$ cat src/rtl/memo_pkg.sv
package memo_pkg;
  localparam int unsigned MEMO_OPC_W  = 6;
  localparam int unsigned MEMO_DATA_W = 16;
  localparam int unsigned MEMO_SETS   = 4;
  localparam int unsigned MEMO_WAYS   = 4;
  localparam int unsigned MEMO_CNT_W  = 16;

  typedef enum logic [2:0] {
    UPD_IDLE,
    UPD_REFRESH,
    UPD_FILL,
    UPD_REPLACE,
    UPD_CLAIM,
    UPD_EVICT
  } upd_kind_e;
endpackage

$ cat src/rtl/memo_lru_age.sv
// Age-rank LRU: rank 0 is MRU, rank N-1 is LRU. Two touches per cycle, a then b.
module memo_lru_age #(
  parameter int unsigned N = 4,
  localparam int unsigned IW = (N > 1) ? $clog2(N) : 1
) (
  input  logic          clk_i,
  input  logic          rst_ni,
  input  logic          a_en_i,
  input  logic [IW-1:0] a_idx_i,
  input  logic          b_en_i,
  input  logic [IW-1:0] b_idx_i,
  output logic [IW-1:0] victim_o
);
  logic [IW-1:0] age_q   [N];
  logic [IW-1:0] age_mid [N];
  logic [IW-1:0] age_d   [N];

  always_comb begin
    age_mid = age_q;
    if (a_en_i) begin
      for (int i = 0; i < N; i++)
        if (age_q[i] < age_q[a_idx_i]) age_mid[i] = age_q[i] + 1'b1;
      age_mid[a_idx_i] = '0;
    end
    age_d = age_mid;
    if (b_en_i) begin
      for (int i = 0; i < N; i++)
        if (age_mid[i] < age_mid[b_idx_i]) age_d[i] = age_mid[i] + 1'b1;
      age_d[b_idx_i] = '0;
    end
    // victim sees the first touch
    victim_o = '0;
    for (int i = 0; i < N; i++)
      if (age_mid[i] == IW'(N - 1)) victim_o = IW'(i);
  end

  always_ff @(posedge clk_i or negedge rst_ni) begin
    if (!rst_ni) begin
      for (int i = 0; i < N; i++) age_q[i] <= IW'(i);
    end else begin
      age_q <= age_d;
    end
  end
endmodule

$ cat src/rtl/memo_sat_cnt.sv
module memo_sat_cnt #(
  parameter int unsigned W = 16
) (
  input  logic         clk_i,
  input  logic         rst_ni,
  input  logic         inc_i,
  output logic [W-1:0] cnt_o
);
  always_ff @(posedge clk_i or negedge rst_ni) begin
    if (!rst_ni)                    cnt_o <= '0;
    else if (inc_i && !(&cnt_o))    cnt_o <= cnt_o + 1'b1;
  end
endmodule

$ cat src/rtl/memo_set.sv
module memo_set #(
  parameter int unsigned OPC_W  = 6,
  parameter int unsigned DATA_W = 16,
  parameter int unsigned WAYS   = 4,
  localparam int unsigned WIW = (WAYS > 1) ? $clog2(WAYS) : 1
) (
  input  logic              clk_i,
  input  logic              rst_ni,
  output logic              tag_vld_o,
  output logic [OPC_W-1:0]  tag_o,
  input  logic [DATA_W-1:0] lk_a_i,
  input  logic [DATA_W-1:0] lk_b_i,
  input  logic              lk_touch_i,
  output logic              lk_hit_o,
  output logic [DATA_W-1:0] lk_res_o,
  input  logic [DATA_W-1:0] up_a_i,
  input  logic [DATA_W-1:0] up_b_i,
  output logic              up_match_o,
  output logic              up_full_o,
  input  logic              up_wr_i,
  input  logic              up_retag_i,
  input  logic [OPC_W-1:0]  up_opc_i,
  input  logic [DATA_W-1:0] up_res_i
);
  logic              vld_q [WAYS];
  logic [DATA_W-1:0] a_q   [WAYS];
  logic [DATA_W-1:0] b_q   [WAYS];
  logic [DATA_W-1:0] r_q   [WAYS];

  logic [WIW-1:0] lk_way, match_way, free_way, lru_way, up_way;
  logic           has_free;

  always_comb begin
    lk_hit_o   = 1'b0;
    lk_res_o   = '0;
    lk_way     = '0;
    up_match_o = 1'b0;
    match_way  = '0;
    has_free   = 1'b0;
    free_way   = '0;
    for (int w = 0; w < WAYS; w++) begin
      if (vld_q[w] && a_q[w] == lk_a_i && b_q[w] == lk_b_i) begin
        lk_hit_o = 1'b1;
        lk_res_o = r_q[w];
        lk_way   = WIW'(w);
      end
      if (vld_q[w] && a_q[w] == up_a_i && b_q[w] == up_b_i) begin
        up_match_o = 1'b1;
        match_way  = WIW'(w);
      end
    end
    for (int w = WAYS - 1; w >= 0; w--) begin
      if (!vld_q[w]) begin
        has_free = 1'b1;
        free_way = WIW'(w);
      end
    end
    up_full_o = !has_free;
    if (up_retag_i)      up_way = '0;
    else if (up_match_o) up_way = match_way;
    else if (has_free)   up_way = free_way;
    else                 up_way = lru_way;
  end

  memo_lru_age #(.N(WAYS)) u_way_lru (
    .clk_i    (clk_i),
    .rst_ni   (rst_ni),
    .a_en_i   (lk_touch_i && lk_hit_o),
    .a_idx_i  (lk_way),
    .b_en_i   (up_wr_i),
    .b_idx_i  (up_way),
    .victim_o (lru_way)
  );

  always_ff @(posedge clk_i or negedge rst_ni) begin
    if (!rst_ni) begin
      tag_vld_o <= 1'b0;
      tag_o     <= '0;
      for (int w = 0; w < WAYS; w++) vld_q[w] <= 1'b0;
    end else if (up_wr_i) begin
      if (up_retag_i) begin
        tag_vld_o <= 1'b1;
        tag_o     <= up_opc_i;
        for (int w = 0; w < WAYS; w++) vld_q[w] <= 1'b0;
      end
      vld_q[up_way] <= 1'b1;
    end
  end

  always_ff @(posedge clk_i) begin
    if (up_wr_i) begin
      a_q[up_way] <= up_a_i;
      b_q[up_way] <= up_b_i;
      r_q[up_way] <= up_res_i;
    end
  end
endmodule

$ cat src/rtl/memo_table.sv
module memo_table
  import memo_pkg::*;
#(
  parameter int unsigned OPC_W  = MEMO_OPC_W,
  parameter int unsigned DATA_W = MEMO_DATA_W,
  parameter int unsigned SETS   = MEMO_SETS,
  parameter int unsigned WAYS   = MEMO_WAYS,
  parameter int unsigned CNT_W  = MEMO_CNT_W,
  localparam int unsigned SIW = (SETS > 1) ? $clog2(SETS) : 1
) (
  input  logic              clk_i,
  input  logic              rst_ni,
  input  logic              lk_valid_i,
  input  logic [OPC_W-1:0]  lk_opc_i,
  input  logic [DATA_W-1:0] lk_a_i,
  input  logic [DATA_W-1:0] lk_b_i,
  output logic              lk_hit_o,
  output logic [DATA_W-1:0] lk_result_o,
  input  logic              up_valid_i,
  input  logic [OPC_W-1:0]  up_opc_i,
  input  logic [DATA_W-1:0] up_a_i,
  input  logic [DATA_W-1:0] up_b_i,
  input  logic [DATA_W-1:0] up_result_i,
  output logic [CNT_W-1:0]  ent_evict_cnt_o,
  output logic [CNT_W-1:0]  set_evict_cnt_o
);
  logic              tag_vld  [SETS];
  logic [OPC_W-1:0]  tag      [SETS];
  logic              s_lk_hit [SETS];
  logic [DATA_W-1:0] s_lk_res [SETS];
  logic              s_match  [SETS];
  logic              s_full   [SETS];
  logic              lk_sel   [SETS];
  logic              up_wr    [SETS];
  logic              up_retag [SETS];

  logic [SIW-1:0] lk_set, own_idx, free_idx, tgt_set, lru_set;
  logic           own_found, free_found;
  upd_kind_e      kind;

  // lookup side
  always_comb begin
    lk_hit_o    = 1'b0;
    lk_result_o = '0;
    lk_set      = '0;
    for (int s = 0; s < SETS; s++) begin
      lk_sel[s] = lk_valid_i && tag_vld[s] && tag[s] == lk_opc_i && s_lk_hit[s];
      if (lk_sel[s]) begin
        lk_hit_o    = 1'b1;
        lk_result_o = s_lk_res[s];
        lk_set      = SIW'(s);
      end
    end
  end

  // update side: pick the target set and classify the write
  always_comb begin
    own_found  = 1'b0;
    own_idx    = '0;
    free_found = 1'b0;
    free_idx   = '0;
    for (int s = 0; s < SETS; s++) begin
      if (tag_vld[s] && tag[s] == up_opc_i) begin
        own_found = 1'b1;
        own_idx   = SIW'(s);
      end
    end
    for (int s = SETS - 1; s >= 0; s--) begin
      if (!tag_vld[s]) begin
        free_found = 1'b1;
        free_idx   = SIW'(s);
      end
    end
    if (own_found)       tgt_set = own_idx;
    else if (free_found) tgt_set = free_idx;
    else                 tgt_set = lru_set;

    if (!up_valid_i)            kind = UPD_IDLE;
    else if (own_found) begin
      if (s_match[own_idx])     kind = UPD_REFRESH;
      else if (s_full[own_idx]) kind = UPD_REPLACE;
      else                      kind = UPD_FILL;
    end
    else if (free_found)        kind = UPD_CLAIM;
    else                        kind = UPD_EVICT;

    for (int s = 0; s < SETS; s++) begin
      up_wr[s]    = up_valid_i && tgt_set == SIW'(s);
      up_retag[s] = up_wr[s] && (kind == UPD_CLAIM || kind == UPD_EVICT);
    end
  end

  for (genvar g = 0; g < SETS; g++) begin : g_set
    memo_set #(
      .OPC_W  (OPC_W),
      .DATA_W (DATA_W),
      .WAYS   (WAYS)
    ) u_set (
      .clk_i      (clk_i),
      .rst_ni     (rst_ni),
      .tag_vld_o  (tag_vld[g]),
      .tag_o      (tag[g]),
      .lk_a_i     (lk_a_i),
      .lk_b_i     (lk_b_i),
      .lk_touch_i (lk_sel[g]),
      .lk_hit_o   (s_lk_hit[g]),
      .lk_res_o   (s_lk_res[g]),
      .up_a_i     (up_a_i),
      .up_b_i     (up_b_i),
      .up_match_o (s_match[g]),
      .up_full_o  (s_full[g]),
      .up_wr_i    (up_wr[g]),
      .up_retag_i (up_retag[g]),
      .up_opc_i   (up_opc_i),
      .up_res_i   (up_result_i)
    );
  end

  memo_lru_age #(.N(SETS)) u_set_lru (
    .clk_i    (clk_i),
    .rst_ni   (rst_ni),
    .a_en_i   (lk_hit_o),
    .a_idx_i  (lk_set),
    .b_en_i   (up_valid_i),
    .b_idx_i  (tgt_set),
    .victim_o (lru_set)
  );

  memo_sat_cnt #(.W(CNT_W)) u_ent_cnt (
    .clk_i  (clk_i),
    .rst_ni (rst_ni),
    .inc_i  (kind == UPD_REPLACE),
    .cnt_o  (ent_evict_cnt_o)
  );

  memo_sat_cnt #(.W(CNT_W)) u_set_cnt (
    .clk_i  (clk_i),
    .rst_ni (rst_ni),
    .inc_i  (kind == UPD_EVICT),
    .cnt_o  (set_evict_cnt_o)
  );
endmodule

$ cat config.mk
export PLATFORM = sky130hd
export DESIGN_NAME = memo_table
export DESIGN_NICKNAME = d
export VERILOG_FILES = /design/src/rtl/memo_pkg.sv /design/src/rtl/memo_lru_age.sv /design/src/rtl/memo_sat_cnt.sv /design/src/rtl/memo_set.sv /design/src/rtl/memo_table.sv
export SDC_FILE = /design/constraint.sdc
export NUM_CORES = 2
export LEC_CHECK = 0
export BUFFER_PORTS_ARGS = -buffer_cell sky130_fd_sc_hd__buf_4
export CAP_MARGIN = 15
export CORE_MARGIN = 2
export CORE_UTILIZATION = 35
export DETAILED_ROUTE_END_ITERATION = 8
export SYNTH_ARGS = -nofsm -noshare
export SYNTH_HDL_FRONTEND = slang
export SYNTH_SLANG_ARGS = --single-unit
$ cat constraint.sdc
create_clock -name clk_i -period 21.6 [get_ports clk_i]
set_input_delay 1.08 -clock clk_i [delete_from_list [all_inputs] [get_ports clk_i]]
set_output_delay 1.08 -clock clk_i [all_outputs]
set_load 0.1 [all_outputs]
==> results.md <==
- WP data required: 21,970 ps
- Area share of the largest cell type after synthesis: 0.4808
- CTS tree: done
- Slew headroom: 0.2116
- WS Path Type: in2reg
- Startpoint of the worst setup timing path: lk_a_i[15]
- Flop and latch count out of synthesis: 884
- Depth of the CTS H-tree: 3
- Overall fraction of global-route tracks in use: 0.2384
- Total die area: 0.1400 sq mm
- Max cap viols: 0
- Sum of overflow across all layers after global routing: 0
- Standard-cell row count: 135
- Last element of the critical path: g_set[3].u_set.b_q[0][4]$_DFFE_PP_
- Simple-Gate Fraction of Synth Area: 0.1395
- Clock net sink count: 884
- Buffers on Ports: 144
- Run status: completed
- Final total power: 5.744 mW
- Reg2reg end: g_set[3].u_set.b_q[0][4]$_DFFE_PP_
- Final hold violations: 0
- Number of flops mapped to enable cells by yosys: 768
- Clock period minus worst slack: 8907 ps
- Detailed-router iteration count before antenna repair: 5
- Post-detailed-route count of antenna-violating nets: 0
- Number of distinct library cells after synthesis: 81
- Layout filler cell count: 12,890
- List of most frequent post-synthesis cells: edfxtp_1, xor2_1, xnor2_1
- Clock latency reported for the late side of the worst-skew pair: 740 ps
- Post-synth top flop: edfxtp_1
- Effective utilization at floorplan: 0.3532
- Launch instance of the worst register-to-register path: g_set[1].u_set.a_q[1][15]$_DFFE_PP_
- Worst slack after detailed placement: 12,050 ps
- Setup TNS after final layout: 0 ps
- Syn Std Cell Area: 0.04796 sq mm
- Fraction of registers with async set or reset after synthesis: 0.1312
- Detail Placement HPWL: 107,600 microns
- Worst Max-Slew Pin Slew: 1172 ps
- Standby leakage power: 19.04 nW
- Post-Route Skew: 60.66 ps
- Peak clock frequency supported by timing: 112.3 MHz
- Adder-cell share of the synthesized area: 0.01383
- Final number of max-transition violations: 0
- Busiest metal layer after global routing: met2
- Compound-gate portion of the synthesized area: 0.05687
- RSZ-0062 raised after global routing: false
- Avg Cell Area, Syn: 11.71 sq um
- Global-route wire length before repair: 243,600 microns
- Area growth from synthesis to final layout: 13.37%
- Average wire per cell in the routed design: 28.06 microns
- Dominant combinational cell family by area after synthesis: XOR/XNOR gates
- Floorplan die height: 374.2 microns
- Top area cells in the synthesized netlist: edfxtp_1, xor2_1, xnor2_1, dfrtp_1, nor4_1
- Share of synthesized area spent on multiplexers: 0.02066
- Num ports: 145
- Type of element launching the critical path: input port
- Die span in x: 374.2 microns
- TritonCTS Buffers: 95
- Initial antenna violation count: 3
- Sequential cell area fraction in the yosys report: 0.5419
- Drc violations: 0
- Largest area contributor in the netlist: edfxtp_1
- Maximum net fanout on the critical path: 39
- Worst hold slack after final layout: 310.6 ps
- Average vias per placed instance: 5.718
- Worst reg2reg setup slack: 13,120 ps
- Category of the worst setup path capture point: flop
- DR iter-0 viols: 3,698
- FF-to-FF path depth: 23
- Met3 usage in global routing: 0.03701
- Number of setup violations in the final report: 0
- Synth Instances: 4,096
- Path class of the lowest-slack min-delay path: in2async
- Fraction of layout instances using a drive strength above 1: 0.1003
- Wirelength, routed: 170,000 microns
- Data arrival time at the worst-slack endpoint: 9280 ps
- Final #Nets: 4,345
- Post-CTS clock slew at the launch and capture registers of the worst setup and hold paths: 60 ps
- Root buffer cell: clkbuf_16
- Xor-xnor portion of the synthesized cell area: 0.2032
- Post-Synthesis Net Count: 4,245
- Via Count: 34,640
- Vias in the first global route: 34,100
- Worst-case clock buffer depth: 3
- Final weighted congestion in routability-driven placement: 0.9186
- Quantity of gates resized following cts: 0
- GR Layer Usage met2: 0.3799
- Ys Warns: 0
- Global routing usage on met1: 0.3230
- Library cell with the highest instance count after synthesis: edfxtp_1
- Largest net degree at the start of global routing: 69
- Final critical-path share of the clock period: 0.4124
- Post-CTS Hold Buffers: 0
- Area of the core: 0.1358 sq mm
- Post-CTS Setup Bufs: 0
- Maximum VDD drop: 0.06654 mV
- Cell area power density: 105.6 mW/mm^2
- Worst Slack Setup Final: 12,690 ps
==> kinds of logic (layout without fill, tap and decap cells) <==
kind of cell | Yosys count | after routing
AO/OA/AOI/OAI | 410 | 410
buffers and inverters | 281 | 462
other | 0 | 1
XOR/XNOR | 1113 | 1113
flip-flops | 884 | 884
adder cells (fa/ha/maj) | 53 | 53
multiplexers | 97 | 97
AND/OR/NAND/NOR | 1258 | 1258
==> area by class of cell <==
class | instances | area [sq um] | share of cell area
Clock buffer | 121 | 2537 | 0.04666
Multi-Input combinational cell | 2931 | 21010 | 0.3864
Sequential cell | 884 | 25990 | 0.4779
Tap cell | 1781 | 2228 | 0.04098
Antenna cell | 1 | 2.502 | 0.00004602
Timing Repair Buffer | 202 | 1525 | 0.02805
Clock inverter | 57 | 774.5 | 0.01424
Inverter | 82 | 307.8 | 0.005660
==> how the worst min path moves through the flow <==
stage / startpoint / end / slack, ps
6_report: rst_ni / u_ent_cnt.cnt_o[8]$_DFFE_PN0P_ / 310
5_1_grt: rst_ni / u_ent_cnt.cnt_o[10]$_DFFE_PN0P_ / 340
4_1_cts: rst_ni / u_ent_cnt.cnt_o[10]$_DFFE_PN0P_ / 290
3_5_place_dp: u_ent_cnt.cnt_o[6]$_DFFE_PN0P_ / u_ent_cnt.cnt_o[6]$_DFFE_PN0P_ / 490
3_3_place_gp: u_set_cnt.cnt_o[11]$_DFFE_PN0P_ / u_set_cnt.cnt_o[11]$_DFFE_PN0P_ / 480
2_1_floorplan: g_set[3].u_set.tag_vld_o$_DFFE_PN0P_ / g_set[3].u_set.tag_vld_o$_DFFE_PN0P_ / 490
==> worst max-delay path, cell delays in order <==
cell and delay, ps:
buf_4 460, xor2_1 170, or4_1 560, nor4_1 1000
nand3_1 140, buf_4 320, a41o_1 490, a211oi_2 390
a21oi_1 130, a31o_2 260, and2_1 180, or2_1 260
inv_1 90, ha_1 130, nand2b_1 110, or3b_2 130
nand3_1 90, or3_1 350, o31ai_1 590, nand2_1 620
and2_1 340, nor2b_1 270, nor2b_4 530, buf_4 500
==> cells in the final DEF (no fill, tap or decap), types with 17 or more instances in the layout <==
cell type,n
dfrtp_1,96
buf_4,200
o31ai_1,20
inv_1,80
nand2_1,212
xnor2_1,390
nand2b_1,20
o21ai_0,85
or4_1,26
nand4_1,144
clkbuf_1,22
xor2_1,723
and3_1,24
clkbuf_16,97
and2_1,22
a21o_1,24
nand3_1,115
mux2i_1,81
a21oi_1,107
edfxtp_1,768
dfstp_2,20
nand4b_1,22
nor4_1,248
ha_1,53
or3_1,26
nor3_1,84
a31oi_1,17
nor2_1,229
==> report_power, final <==
group / internal (mW) / leakage (nW) / switching, mW / total [mW]
sequential: 2.21 / 8.37 / 0.225 / 2.44
combinational: 0.555 / 9.08 / 1.01 / 1.56
clock: 1.02 / 1.59 / 0.728 / 1.75
==> metal layers <==
| layer | part of all wire | up-vias |
|---|---|---|
| met4 | 0.041 | 0 |
| li1 | - | 15210 |
| met3 | 0.084 | 308 |
| met1 | 0.42 | 17440 |
| met5 | 0 | - |
| met2 | 0.46 | 1693 |
==> flip-flops by register name, summed over array words and instances, names as in the netlist <==
| register | flops |
|---|---|
| g_set.u_set.u_way_lru.age_q | 32 |
| g_set.u_set.tag_vld_o | 4 |
| g_set.u_set.b_q | 256 |
| u_set_cnt.cnt_o | 16 |
| g_set.u_set.r_q | 256 |
| g_set.u_set.tag_o | 24 |
| u_ent_cnt.cnt_o | 16 |
| u_set_lru.age_q | 8 |
| g_set.u_set.vld_q | 16 |
| g_set.u_set.a_q | 256 |
==> metrics by stage <==
stage | area [sq um] | util | cells
global placement | 51050 | 0.3759 | 5879
finish | 54380 | 0.4004 | 6059
CTS | 54360 | 0.4003 | 6057
global route | 54380 | 0.4004 | 6058
floorplan | 47960 | - | 4096
detailed placement | 51050 | 0.3759 | 5879
Note: power is estimated with default switching activity, not from simulation.
